`src/rtl/boot_alias_pkg.sv`:
```
package boot_alias_pkg;

    // Post-reset remap controller states
    typedef enum logic [1:0] {
        ST_LATCH = 2'd0,
        ST_SCAN  = 2'd1,
        ST_READY = 2'd2
    } remap_state_e;

    // Address regions seen by the read path
    typedef enum logic [1:0] {
        RG_BOOT   = 2'd0,
        RG_DIRECT = 2'd1,
        RG_NONE   = 2'd2
    } region_e;

endpackage

```
`src/rtl/boot_flash_bank.sv`:
```
module boot_flash_bank #(
    parameter int DATA_W       = 32,
    parameter int AW           = 6,
    parameter int BANK_ID      = 0,
    parameter int ERASED_WORDS = 0
) (
    input  logic [AW-1:0]     idx_i,
    output logic [DATA_W-1:0] word_o
);
    // Behavioural flash content: a bank marker in the top byte, index below
    localparam logic [DATA_W-1:0] MARKER = DATA_W'(8'hA0 + BANK_ID) << (DATA_W - 8);

    always_comb begin
        if (int'(idx_i) < ERASED_WORDS) begin
            word_o = '1;
        end else begin
            word_o = MARKER | DATA_W'(idx_i);
        end
    end
endmodule

```
`src/rtl/boot_addr_decode.sv`:
```
module boot_addr_decode
    import boot_alias_pkg::*;
#(
    parameter int                ADDR_W      = 32,
    parameter int                BYTE_AW     = 8,
    parameter int                SEL_BIT     = 24,
    parameter logic [ADDR_W-1:0] DIRECT_BASE = 32'h0800_0000
) (
    input  logic [ADDR_W-1:0]  addr_i,
    output region_e            region_o,
    output logic               bank_o,
    output logic [BYTE_AW-3:0] idx_o
);
    logic in_boot;
    logic in_direct;
    logic unused_lsb;

    assign unused_lsb = ^addr_i[1:0];

    always_comb begin
        in_boot   = (addr_i[ADDR_W-1:BYTE_AW] == '0);
        in_direct = (addr_i[ADDR_W-1:SEL_BIT+1] == DIRECT_BASE[ADDR_W-1:SEL_BIT+1]) &&
                    (addr_i[SEL_BIT-1:BYTE_AW] == '0);
        if (in_boot) begin
            region_o = RG_BOOT;
        end else if (in_direct) begin
            region_o = RG_DIRECT;
        end else begin
            region_o = RG_NONE;
        end
        bank_o = addr_i[SEL_BIT];
        idx_o  = addr_i[BYTE_AW-1:2];
    end
endmodule

```
`src/rtl/boot_remap_fsm.sv`:
```
module boot_remap_fsm
    import boot_alias_pkg::*;
#(
    parameter int DATA_W      = 32,
    parameter int AW          = 6,
    parameter int CHECK_WORDS = 4
) (
    input  logic              clk,
    input  logic              rst_n,
    input  logic              strap_i,
    input  logic [DATA_W-1:0] scan_word_i,
    output logic [AW-1:0]     scan_idx_o,
    output logic              busy_o,
    output logic              boot_bank_o
);
    localparam int             CNT_W = $clog2(CHECK_WORDS) + 1;
    localparam logic [CNT_W-1:0] LAST = CNT_W'(CHECK_WORDS - 1);

    remap_state_e     state_q, state_d;
    logic [CNT_W-1:0] cnt_q;
    logic             ones_q;
    logic             strap_q;

    // Next-state logic
    always_comb begin
        unique case (state_q)
            ST_LATCH: state_d = ST_SCAN;
            ST_SCAN:  state_d = (cnt_q == LAST) ? ST_READY : ST_SCAN;
            ST_READY: state_d = ST_READY;
            default:  state_d = ST_LATCH;
        endcase
    end

    // State register with the scan bookkeeping it owns
    always_ff @(posedge clk or negedge rst_n) begin
        if (!rst_n) begin
            state_q <= ST_LATCH;
            cnt_q   <= '0;
            ones_q  <= 1'b1;
            strap_q <= 1'b0;
        end else begin
            state_q <= state_d;
            unique case (state_q)
                ST_LATCH: begin
                    strap_q <= strap_i;
                    cnt_q   <= '0;
                    ones_q  <= 1'b1;
                end
                ST_SCAN: begin
                    ones_q <= ones_q & (&scan_word_i);
                    cnt_q  <= cnt_q + 1'b1;
                end
                default: begin
                end
            endcase
        end
    end

    // Outputs
    always_comb begin
        busy_o      = (state_q != ST_READY);
        scan_idx_o  = AW'(cnt_q);
        boot_bank_o = strap_q | ones_q;
    end

    // once ready, the snapshot of strap and scan result never moves
    a_r5_snapshot_held: assert property (@(posedge clk) disable iff (!rst_n)
        (state_q == ST_READY) |=> ($stable(strap_q) && $stable(ones_q)));

    // a checked word that is not all ones rules out the redirect
    a_r4_not_empty: assert property (@(posedge clk) disable iff (!rst_n)
        (state_q == ST_SCAN && scan_word_i != '1) |=> !ones_q);

    // the scan never runs past the last checked word
    a_r6_scan_bounded: assert property (@(posedge clk) disable iff (!rst_n)
        (state_q == ST_SCAN) |-> (cnt_q <= LAST));
endmodule

```
`src/rtl/boot_alias_decoder.sv`:
```
module boot_alias_decoder
    import boot_alias_pkg::*;
#(
    parameter int                ADDR_W      = 32,
    parameter int                DATA_W      = 32,
    parameter int                BANK_AW     = 6,
    parameter int                CHECK_WORDS = 4,
    parameter int                SEL_BIT     = 24,
    parameter logic [ADDR_W-1:0] DIRECT_BASE = 32'h0800_0000,
    parameter int                USER_ERASED = 0
) (
    input  logic              clk,
    input  logic              rst_n,
    input  logic              strap_i,
    input  logic              rd_req_i,
    input  logic [ADDR_W-1:0] rd_addr_i,
    output logic [DATA_W-1:0] rd_data_o,
    output logic              rd_valid_o,
    output logic              rd_err_o,
    output logic              busy_o
);
    localparam int BYTE_AW   = BANK_AW + 2;
    localparam int NUM_BANKS = 2;

    region_e            region;
    logic               dec_bank;
    logic [BANK_AW-1:0] rd_idx;
    logic [BANK_AW-1:0] scan_idx;
    logic               boot_bank;
    logic               sel_bank;
    logic               accept;

    logic [BANK_AW-1:0] bank_idx  [NUM_BANKS];
    logic [DATA_W-1:0]  bank_word [NUM_BANKS];

    boot_addr_decode #(
        .ADDR_W     (ADDR_W),
        .BYTE_AW    (BYTE_AW),
        .SEL_BIT    (SEL_BIT),
        .DIRECT_BASE(DIRECT_BASE)
    ) u_dec (
        .addr_i  (rd_addr_i),
        .region_o(region),
        .bank_o  (dec_bank),
        .idx_o   (rd_idx)
    );

    boot_remap_fsm #(
        .DATA_W     (DATA_W),
        .AW         (BANK_AW),
        .CHECK_WORDS(CHECK_WORDS)
    ) u_fsm (
        .clk        (clk),
        .rst_n      (rst_n),
        .strap_i    (strap_i),
        .scan_word_i(bank_word[0]),
        .scan_idx_o (scan_idx),
        .busy_o     (busy_o),
        .boot_bank_o(boot_bank)
    );

    // Bank 0 is the user bank: the scanner owns its port while busy
    for (genvar b = 0; b < NUM_BANKS; b++) begin : g_bank
        if (b == 0) begin : g_user
            assign bank_idx[b] = busy_o ? scan_idx : rd_idx;
        end else begin : g_loader
            assign bank_idx[b] = rd_idx;
        end
        boot_flash_bank #(
            .DATA_W      (DATA_W),
            .AW          (BANK_AW),
            .BANK_ID     (b),
            .ERASED_WORDS((b == 0) ? USER_ERASED : 0)
        ) u_flash (
            .idx_i (bank_idx[b]),
            .word_o(bank_word[b])
        );
    end

    always_comb begin
        sel_bank = (region == RG_BOOT) ? boot_bank : dec_bank;
        accept   = rd_req_i && !busy_o;
    end

    // Registered read return: one-cycle latency
    always_ff @(posedge clk or negedge rst_n) begin
        if (!rst_n) begin
            rd_valid_o <= 1'b0;
            rd_err_o   <= 1'b0;
            rd_data_o  <= '0;
        end else begin
            rd_valid_o <= accept;
            rd_err_o   <= accept && (region == RG_NONE);
            rd_data_o  <= (accept && region != RG_NONE) ? bank_word[sel_bank] : '0;
        end
    end

    // an accepted request is answered in the next cycle
    a_r7_valid_follows: assert property (@(posedge clk) disable iff (!rst_n)
        (rd_req_i && !busy_o) |=> rd_valid_o);

    // no answer without an accepted request
    a_r6_no_valid_when_held: assert property (@(posedge clk) disable iff (!rst_n)
        (busy_o || !rd_req_i) |=> !rd_valid_o);

    // an error reply carries zero data and is valid
    a_r8_err_zero: assert property (@(posedge clk) disable iff (!rst_n)
        rd_err_o |-> (rd_valid_o && rd_data_o == '0));

    // once the check is done it stays done
    a_r6_busy_stays_low: assert property (@(posedge clk) disable iff (!rst_n)
        !busy_o |=> !busy_o);
endmodule

```
`config.mk`:
```
export PLATFORM = sky130hd
export DESIGN_NAME = boot_alias_decoder
export DESIGN_NICKNAME = d
export VERILOG_FILES = /design/src/rtl/boot_alias_pkg.sv /design/src/rtl/boot_flash_bank.sv /design/src/rtl/boot_addr_decode.sv /design/src/rtl/boot_remap_fsm.sv /design/src/rtl/boot_alias_decoder.sv
export SDC_FILE = /design/constraint.sdc
export NUM_CORES = 1
export LEC_CHECK = 0
export BUFFER_PORTS_ARGS = -buffer_cell sky130_fd_sc_hd__buf_2
export CAP_MARGIN = 20
export CORE_MARGIN = 2
export CORE_UTILIZATION = 40
export DETAILED_ROUTE_END_ITERATION = 10
export PLACE_DENSITY = 0.79
export REMOVE_ABC_BUFFERS = 1
export SKIP_LAST_GASP = 1
export SYNTH_ARGS = -nofsm -noshare
export SYNTH_HDL_FRONTEND = slang
export SYNTH_SLANG_ARGS = --single-unit
```
`constraint.sdc`:
```
create_clock -name clk -period 1.49 [get_ports clk]
set_input_delay 0.2235 -clock clk [delete_from_list [all_inputs] [get_ports clk]]
set_output_delay 0.2235 -clock clk [all_outputs]
set_load 0.1 [all_outputs]
```
After elaboration in Yosys (flattened, before gate mapping). Cells that the tools add are included.

Register bits: 41. Input bits: 36. Output and inout bits: 35.

Add/sub/neg operators: 1. Order comparisons: 1. Equality and inequality tests: 7. Mux-type cells: 12. Bitwise operators: 2. Reductions and logical operators: 10.

Operators with widths (number): 32-bit 2-to-1 mux (3); 25-bit 2-to-1 mux (1); 24-bit logical NOT (1); 16-bit logical NOT (1); 7-bit by 3-bit == test with 1-bit output (second input constant) (1); 2-bit 2-to-1 mux (3); 6-bit 2-to-1 mux (1); 2-bit one-hot mux with 3 select lines (1); 3-bit one-hot mux with 2 select lines (1); 2-bit == test (second input constant) (2); 1-bit logical AND (4); 2-bit logical NOT (2); 2-bit != test (second input constant) (2); 3-bit by 1-bit adder with 3-bit output (second input constant) (1); 3-bit by 2-bit == test with 1-bit output (second input constant) (1); 2-bit by 1-bit == test with 1-bit output (second input constant) (1); 2-bit >= comparator (second input constant) (1); 1-bit NOT with 2-bit output (1); 1-bit one-hot mux with 2 select lines (1); 2-bit nonzero test (1); 1-bit logical NOT (1); 1-bit 2-to-1 mux (1); 1-bit OR (1).

Logic depth before layout (Yosys ltp). Gate-level depths: netlist of the first run.

Depth after elaboration: 11. Gate-level depth with buffers: 6.

By module. From an unflattened synthesis of the first run, not the netlist that was laid out.

Cells, all modules: 292. Area, all modules: 2600.0 µm².

By module, submodules not included: boot_alias_decoder (instances 1, cells an instance 161, area an instance 1576.5 µm²); boot_flash_bank (instances 2, cells an instance 34, area an instance 247.7 µm²); boot_remap_fsm (instances 1, cells an instance 43, area an instance 395.4 µm²); boot_addr_decode (instances 1, cells an instance 20, area an instance 132.6 µm²).

Worst setup path after synthesis of the first run. No wires, ideal clock.

Path type: register to output. From: register rd_data_o[29] (netlist name). To: output port rd_data_o[31]. Data arrival time: 1324 ps. Required time: 1266 ps. Setup slack: -57 ps. Cell stages (with the launch flop): 2. Cells stage by stage: dfrtp_1 > buf_4.

RTL lines: to (decl) (RTL line boot_alias_decoder.sv:17) `output logic [DATA_W-1:0] rd_data_o,`.

Worst setup path in the final report of the first run.
From: register u_fsm.state_q[0]. To: output port busy_o.

Word-level cells in the longest chain between the ends: 1.

RTL lines: from (decl) (RTL line boot_remap_fsm.sv:19) `remap_state_e state_q, state_d;`; from (signal assigned) (RTL line boot_remap_fsm.sv:42) `state_q <= state_d;`; 2-bit != test (RTL line boot_remap_fsm.sv:61) `busy_o = (state_q != ST_READY);`; to (decl) (RTL line boot_alias_decoder.sv:20) `output logic busy_o`.

Every way passes these cells.

==> impl_metrics.py, run 1 <==
metrics = {
    "grt": {
        "grt_antenna_before_repair": 0,
        "grt_pass1_wl_mm": 2.711,
        "grt_pass1_vias": 696,
        "overflow": 0,
        "grt_max_degree": 18,
        "track_usage_pct": 13.45,
    },
    "worst_setup_path": {
        "required_ps": 1270,
        "cp_max_fo": 5,
        "critPathTopFamily": "flip-flops",
        "startpoint_type": "flip-flop",
        "end_kind": "primary output",
        "arrival_ps": 1210,
        "regToRegStartpoint": "u_fsm.state_q[0]",
        "worstPathCellList": "and2b_1 -> inv_1 -> buf_12",
        "cpMaxStageDelayCell": "dfrtp_1",
        "cp.buffers_inverters": 2,
        "critical_path.max_stage_delay_ps": 410,
        "rrSetupSlack_ps": 250,
        "crit_type": "flip-flop to primary output",
        "cp-startpoint": "u_fsm.state_q[0]",
    },
    "clock_network": {
        "cts_buffers": 3,
        "cts_tree": "yes",
        "htreeDepth": 1,
        "clk_latency_ps": 300,
        "clock-root-buffer": "clkbuf_4",
        "clkSinkCount": 17,
        "clk_pin_slew_ps": 110,
        "clock_path_buffers": 2,
    },
    "floorplan": {
        "rows": 17,
        "dieHeight_um": 53.27,
        "die_area_um2": 2837,
        "ios": 71,
        "core_um2": 2255,
        "start_util_pct": 43.06,
        "die_w_um": 53.27,
    },
    "layout": {
        "fin_area_um2": 1192,
        "antenna_cells": 0,
        "area_growth_pct": 22.81,
        "drive_above_1_share_pct": 43.88,
        "fillers": 229,
        "layout_commonest_cell": "buf_2",
        "final_cell_mix": "buf_2, conb_1, dfrtp_1",
        "fin_nets": 178,
    },
    "outcome": {
        "status": "finished clean",
    },
    "logic_synthesis": {
        "ys_seq_elements": 17,
        "synth_cell_types": 26,
        "yosysWarnings": 0,
        "syn_area_um2": 970.9,
        "syn_inst": 91,
        "yosysSeqAreaShare_pct": 43.94,
        "syn_avg_cell_area_um2": 10.67,
    },
    "sta": {
        "finClkSkew_ps": 9.005,
        "grt_setup_unrepaired": "no",
        "fmax_ghz": 0.6985,
        "fin_crit_sh_pct": 96.08,
        "setup_viol": 0,
        "slew_viol_final": 0,
        "setup_tns_ps": 0,
        "hold_viol_final": 0,
        "fin_crit_ps": 1432,
        "fin_ws_ps": 58.44,
    },
    "pwr": {
        "power_density_nw_per_um2": 915.3,
        "finalPower_w": 0.001091,
        "p_leak_nw": 0.6460,
        "max-vdd-ir-drop_uv": 574.4,
    },
    "run": {
        "maxCapViolCount": 0,
    },
    "detailed_routing": {
        "drt-total-wl_mm": 1.835,
        "dr.pass1.iters": 4,
        "drtIter0Drc": 6,
        "vias": 729,
        "wire_per_inst_um": 10.99,
        "drc": 0,
        "antenna_left": 0,
        "vias_per_cell": 4.365,
    },
    "placed_design": {
        "io_buffers": 45,
        "place_worst_setup_slack_ps": 180.6,
        "gp_congestion": 0.6898,
        "placed_area_um2": 1144,
        "dp_hpwl_mm": 1.543,
    },
    "worst_hold_path": {
        "hp-class": "input port to flip-flop",
        "min-delay-start": "rd_addr_i[4]",
    },
}
metal layers:
layer	vias to the layer above	share of wire (%)	GRT usage [%]	wire, um
met5	-	0	0	0
met3	0	10	5.085	191
li1	353	-	-	-
met1	336	33	12.06	600
met2	40	57	26.95	1043
met4	0	0	3.846	0
what timing repair did:
action,in CTS,in global routing
endpoints found under the setup margin,1,1
hold buffers,1,0
buffers inserted,0,1
hold endpoints to repair,16,0
gates resized for setup,1,0
worst register-to-register path, stage by stage, from the launching register on:
cell,delay [ps]
dfrtp_1,430
and2b_1,230
nand2_1,140
inv_2,160
nand2_1,70
nor3_1,140
cells in the mapped netlist:
cell type | number | area [um^2]
nor4_2 | 2 | 25.02
ha_1 | 2 | 25.02
o21ai_0 | 1 | 5.000
dfrtp_1 | 16 | 400.4
o21ai_1 | 2 | 10.01
buf_2 | 1 | 5.000
nor2_1 | 3 | 11.26
nand4_4 | 1 | 21.27
nor4_4 | 3 | 63.81
dfstp_2 | 1 | 26.28
nand2b_1 | 2 | 12.51
o21a_1 | 1 | 7.510
inv_2 | 1 | 3.750
mux2_2 | 1 | 11.26
a21o_1 | 1 | 7.510
a21oi_1 | 1 | 5.000
nor3_1 | 7 | 35.03
a22o_1 | 1 | 8.760
inv_1 | 2 | 7.510
nand2_1 | 13 | 48.80
nand3_1 | 1 | 5.000
buf_4 | 24 | 180.2
nor2b_1 | 1 | 6.260
and2b_1 | 1 | 7.510
a2111oi_4 | 1 | 27.53
conb_1 | 1 | 3.750
sequential cells by signal, indices dropped and copies added (netlist names):
register and cells:
rd_data_o 8, rd_err_o 1, rd_valid_o 1, u_fsm.cnt_q 3, u_fsm.ones_q 1, u_fsm.state_q 2
u_fsm.strap_q 1
logic make-up (layout without fill, tap and decap cells):
kind of cell    after synthesis  after routing  share of synthesized area, %
flops                        17             17                         43.94
fa+ha+maj                     2              2                         2.577
simple gates                 34             34                         24.35
compound gates                8              8                         7.346
buf+inv                      28             54                         20.23
mux                           1              1                         1.160
other cells                   1             23                        0.3862
path summary, 6_finish.rpt:
check                                  to  cells past startpoint
max in group asynchronous    u_fsm.ones_q                      2
hold / removal               rd_data_o[2]                      3
setup / recovery                   busy_o                      3
hold reg to reg            u_fsm.cnt_q[2]                      2
min in group asynchronous    rd_data_o[4]                      2
setup reg to reg             rd_data_o[1]                      5
through the flow:
stage / utilization (%) / hold slack [ps] / cells
2_1_floorplan: - / -72.09 / 88
3_3_place_gp: 50.72 / 151.9 / 161
3_5_place_dp: 50.72 / 164.6 / 161
4_1_cts: 52.55 / 113.2 / 166
5_1_grt: 52.89 / 113.0 / 167
6_report: 52.89 / 123.4 / 167
layout make-up:
| class | count | area [um^2] | area share [%] |
|---|---|---|---|
| Clock buffer | 3 | 22.52 | 1.889 |
| Clock inverter | 1 | 7.507 | 0.6296 |
| Inverter | 3 | 11.26 | 0.9444 |
| Multi-Input combinational cell | 68 | 430.4 | 36.10 |
| Sequential cell | 17 | 427.9 | 35.89 |
| Tap cell | 28 | 35.03 | 2.938 |
| Timing Repair Buffer | 47 | 257.7 | 21.62 |
power breakdown:
part / leakage [nW] / total [W] / internal, W / switching, W
clock network: 0.0139 / 0.000259 / 0.000102 / 0.000157
logic: 0.416 / 0.000366 / 0.0000459 / 0.000320
registers: 0.216 / 0.000467 / 0.000465 / 0.00000150
total: 0.646 / 0.00109 / 0.000613 / 0.000478
(Power assumes the default switching activity.)
==> run 2, diff against run 1 <==
--- a/config.mk
+++ b/config.mk
@@ -7,12 +7,14 @@
 export LEC_CHECK = 0
 export BUFFER_PORTS_ARGS = -buffer_cell sky130_fd_sc_hd__buf_2
 export CAP_MARGIN = 20
+export CORE_ASPECT_RATIO = 1.2
 export CORE_MARGIN = 2
 export CORE_UTILIZATION = 40
 export DETAILED_ROUTE_END_ITERATION = 10
 export PLACE_DENSITY = 0.79
 export REMOVE_ABC_BUFFERS = 1
 export SKIP_LAST_GASP = 1
+export SLEW_MARGIN = 5
 export SYNTH_ARGS = -nofsm -noshare
 export SYNTH_HDL_FRONTEND = slang
 export SYNTH_SLANG_ARGS = --single-unit
==> run 2 against run 1 <==
Compared with the run above: global-route usage down 0.56 points; critical path depth unchanged; first-iteration DRC count down 83%; register-to-register slack worse by 30 ps; maximum frequency down 0.41%; via count up 1.1%; clock power down 5%; worst hold slack better by 13 ps; routed wire length down 3.0%; sequential share of layout area down 0.56 points; critical endpoint unchanged; highest routed layer unchanged.
==> impl_metrics.py, run 2 (same netlist as run 1, synthesis figures left out) <==
metrics = {
    "outcome": {
        "status": "finished clean",
    },
    "detailed_routing": {
        "drt-total-wl_mm": 1.780,
        "route.met2.wl_um": 969,
        "drtIter0Drc": 1,
        "vias": 737,
        "wire_per_inst_um": 10.35,
        "wl_met3_um": 171,
        "drc": 0,
        "vias_per_cell": 4.285,
        "antenna_left": 0,
        "top_layer": "met3",
        "wl_met1_um": 639,
        "dr.pass1.iters": 4,
    },
    "worst_setup_path": {
        "critical_path.max_stage_delay_ps": 450,
        "startpoint_type": "flip-flop",
        "regToRegStartpoint": "u_fsm.state_q[0]",
        "worstPathCellList": "and2b_1 -> inv_1 -> buf_12",
        "cp_max_fo": 6,
        "crit_type": "flip-flop to primary output",
        "r2r-end": "rd_data_o[2]",
        "arrival_ps": 1210,
        "cpMaxStageDelayCell": "dfrtp_2",
        "rrSetupSlack_ps": 220,
        "required_ps": 1270,
        "rr_worst_depth": 5,
        "end_kind": "primary output",
    },
    "placed_design": {
        "io_buffers": 45,
        "dp_hpwl_mm": 1.465,
        "place_worst_setup_slack_ps": 152.5,
        "gp_congestion": 0.7034,
    },
    "clock_network": {
        "clk_pin_slew_ps": 100,
        "cts_buffers": 3,
        "htreeDepth": 1,
        "clock_path_buffers": 2,
        "clkSinkCount": 17,
        "cts_tree": "yes",
        "clk_latency_ps": 290,
        "clock-root-buffer": "clkbuf_4",
    },
    "worst_hold_path": {
        "min-delay-start": "rd_addr_i[7]",
        "whs_path_depth": 3,
        "hp-class": "input port to flip-flop",
        "holdPathEnd": "rd_data_o[5]",
    },
    "layout": {
        "reg_top3": "rd_data_o (8), u_fsm.cnt_q (3), u_fsm.state_q (2)",
        "registers.top_by_ff_count": "rd_data_o",
        "final_cell_mix": "buf_2, conb_1, dfrtp_1",
        "fin_nets": 180,
        "layout_commonest_cell": "buf_2",
        "antenna_cells": 0,
        "area_growth_pct": 24.74,
        "fillers": 225,
        "largest_reg_flops": 8,
        "drive_above_1_share_pct": 44.68,
    },
    "sta": {
        "fin_crit_sh_pct": 96.47,
        "fmax_ghz": 0.6957,
        "finClkSkew_ps": 0.9560,
        "fin_ws_ps": 52.58,
        "hold_viol_final": 0,
        "slew_viol_final": 0,
        "setup_viol": 0,
        "fin_crit_ps": 1437,
    },
    "floorplan": {
        "dieHeight_um": 57.97,
        "ios": 71,
        "rows": 19,
        "die_area_um2": 2839,
        "start_util_pct": 42.11,
        "core_um2": 2306,
        "die_w_um": 48.98,
    },
    "pwr": {
        "power_switching_w": 0.0004655,
        "clockPowerShare_pct": 22.9,
        "finalPower_w": 0.001079,
        "pwr-share-seq_pct": 43.2,
        "intPower_w": 0.0006131,
        "p_leak_nw": 0.6557,
        "combPwrFrac_pct": 33.8,
        "swShare_pct": 43.16,
        "max-vdd-ir-drop_uv": 612.8,
        "power_density_nw_per_um2": 890.5,
    },
    "grt": {
        "track_usage_pct": 12.89,
        "overflow": 0,
        "grt_pass1_vias": 684,
        "grt_antenna_before_repair": 0,
        "grt_pass1_wl_mm": 2.801,
        "grt_max_degree": 18,
    },
    "run": {
        "maxCapViolCount": 0,
    },
}
==> run 2: worst max-delay path, delay by kind of cell (launching register included) <==
| family | cells | cell delay [ps] |
|---|---|---|
| flops | 1 | 450 |
| simple gates | 1 | 180 |
| buf+inv | 2 | 290 |
==> run 2: cell type report <==
class / instances / area [um^2] / share of cell area [%]
multi-input combinational: 68 / 430.4 / 35.54
sequential: 17 / 427.9 / 35.33
timing repair buffer: 49 / 272.8 / 22.52
tap: 31 / 38.79 / 3.202
clock buffer: 3 / 22.52 / 1.860
inverter: 3 / 11.26 / 0.9298
clock inverter: 1 / 7.507 / 0.6198
==> run 2: timing repair <==
item | in CTS | in global routing
endpoints found under the setup margin | 1 | 1
buffers inserted | 0 | 3
hold endpoints to repair | 16 | 0
hold buffers | 1 | 0
resized for setup | 1 | 0
==> run 2: per-layer routing <==
metal / track usage, % / vias up
li1: - / 354
met1: 13.62 / 335
met2: 25.24 / 48
met3: 5.412 / 0
met4: 0 / 0
met5: 0 / -
==> run 2: power groups by stage <==
stage	Sequential, W	Clock [W]	Combinational [W]
finish	0.000466	0.000247	0.000365
global route	0.000467	0.000289	0.000377
detailed placement	0.000475	0	0.000363
CTS	0.000466	0.000263	0.000365
floorplan	0.000496	0	0.000274
global placement	0.000475	0	0.000361
==> run 2: stage by stage <==
stage / setup TNS (ps) / instances / area (um^2) / hold slack, ps / util (%)
finish: 0 / 172 / 1211 / 136.5 / 52.52
global route: -8.125 / 172 / 1211 / 119.3 / 52.52
CTS: 0 / 169 / 1189 / 119.8 / 51.55
detailed placement: 0 / 164 / 1147 / 157.9 / 49.76
global placement: 0 / 164 / 1147 / 149.8 / 49.76
floorplan: -424.4 / 88 / 868.3 / -72.09 / -
==> run 2: how the worst max path moves through the flow <==
stage,start,endpoint,slack [ps],depth (start not counted)
after floorplan,rd_data_o[29],rd_data_o[29],-210,0
after global placement,rd_addr_i[31],rd_data_o[24],190,4
after detailed placement,rd_addr_i[13],rd_data_o[2],150,4
after CTS,u_fsm.state_q[1],busy_o,20,3
after global routing,u_fsm.state_q[1],busy_o,-8,3
final,u_fsm.state_q[1],busy_o,50,3
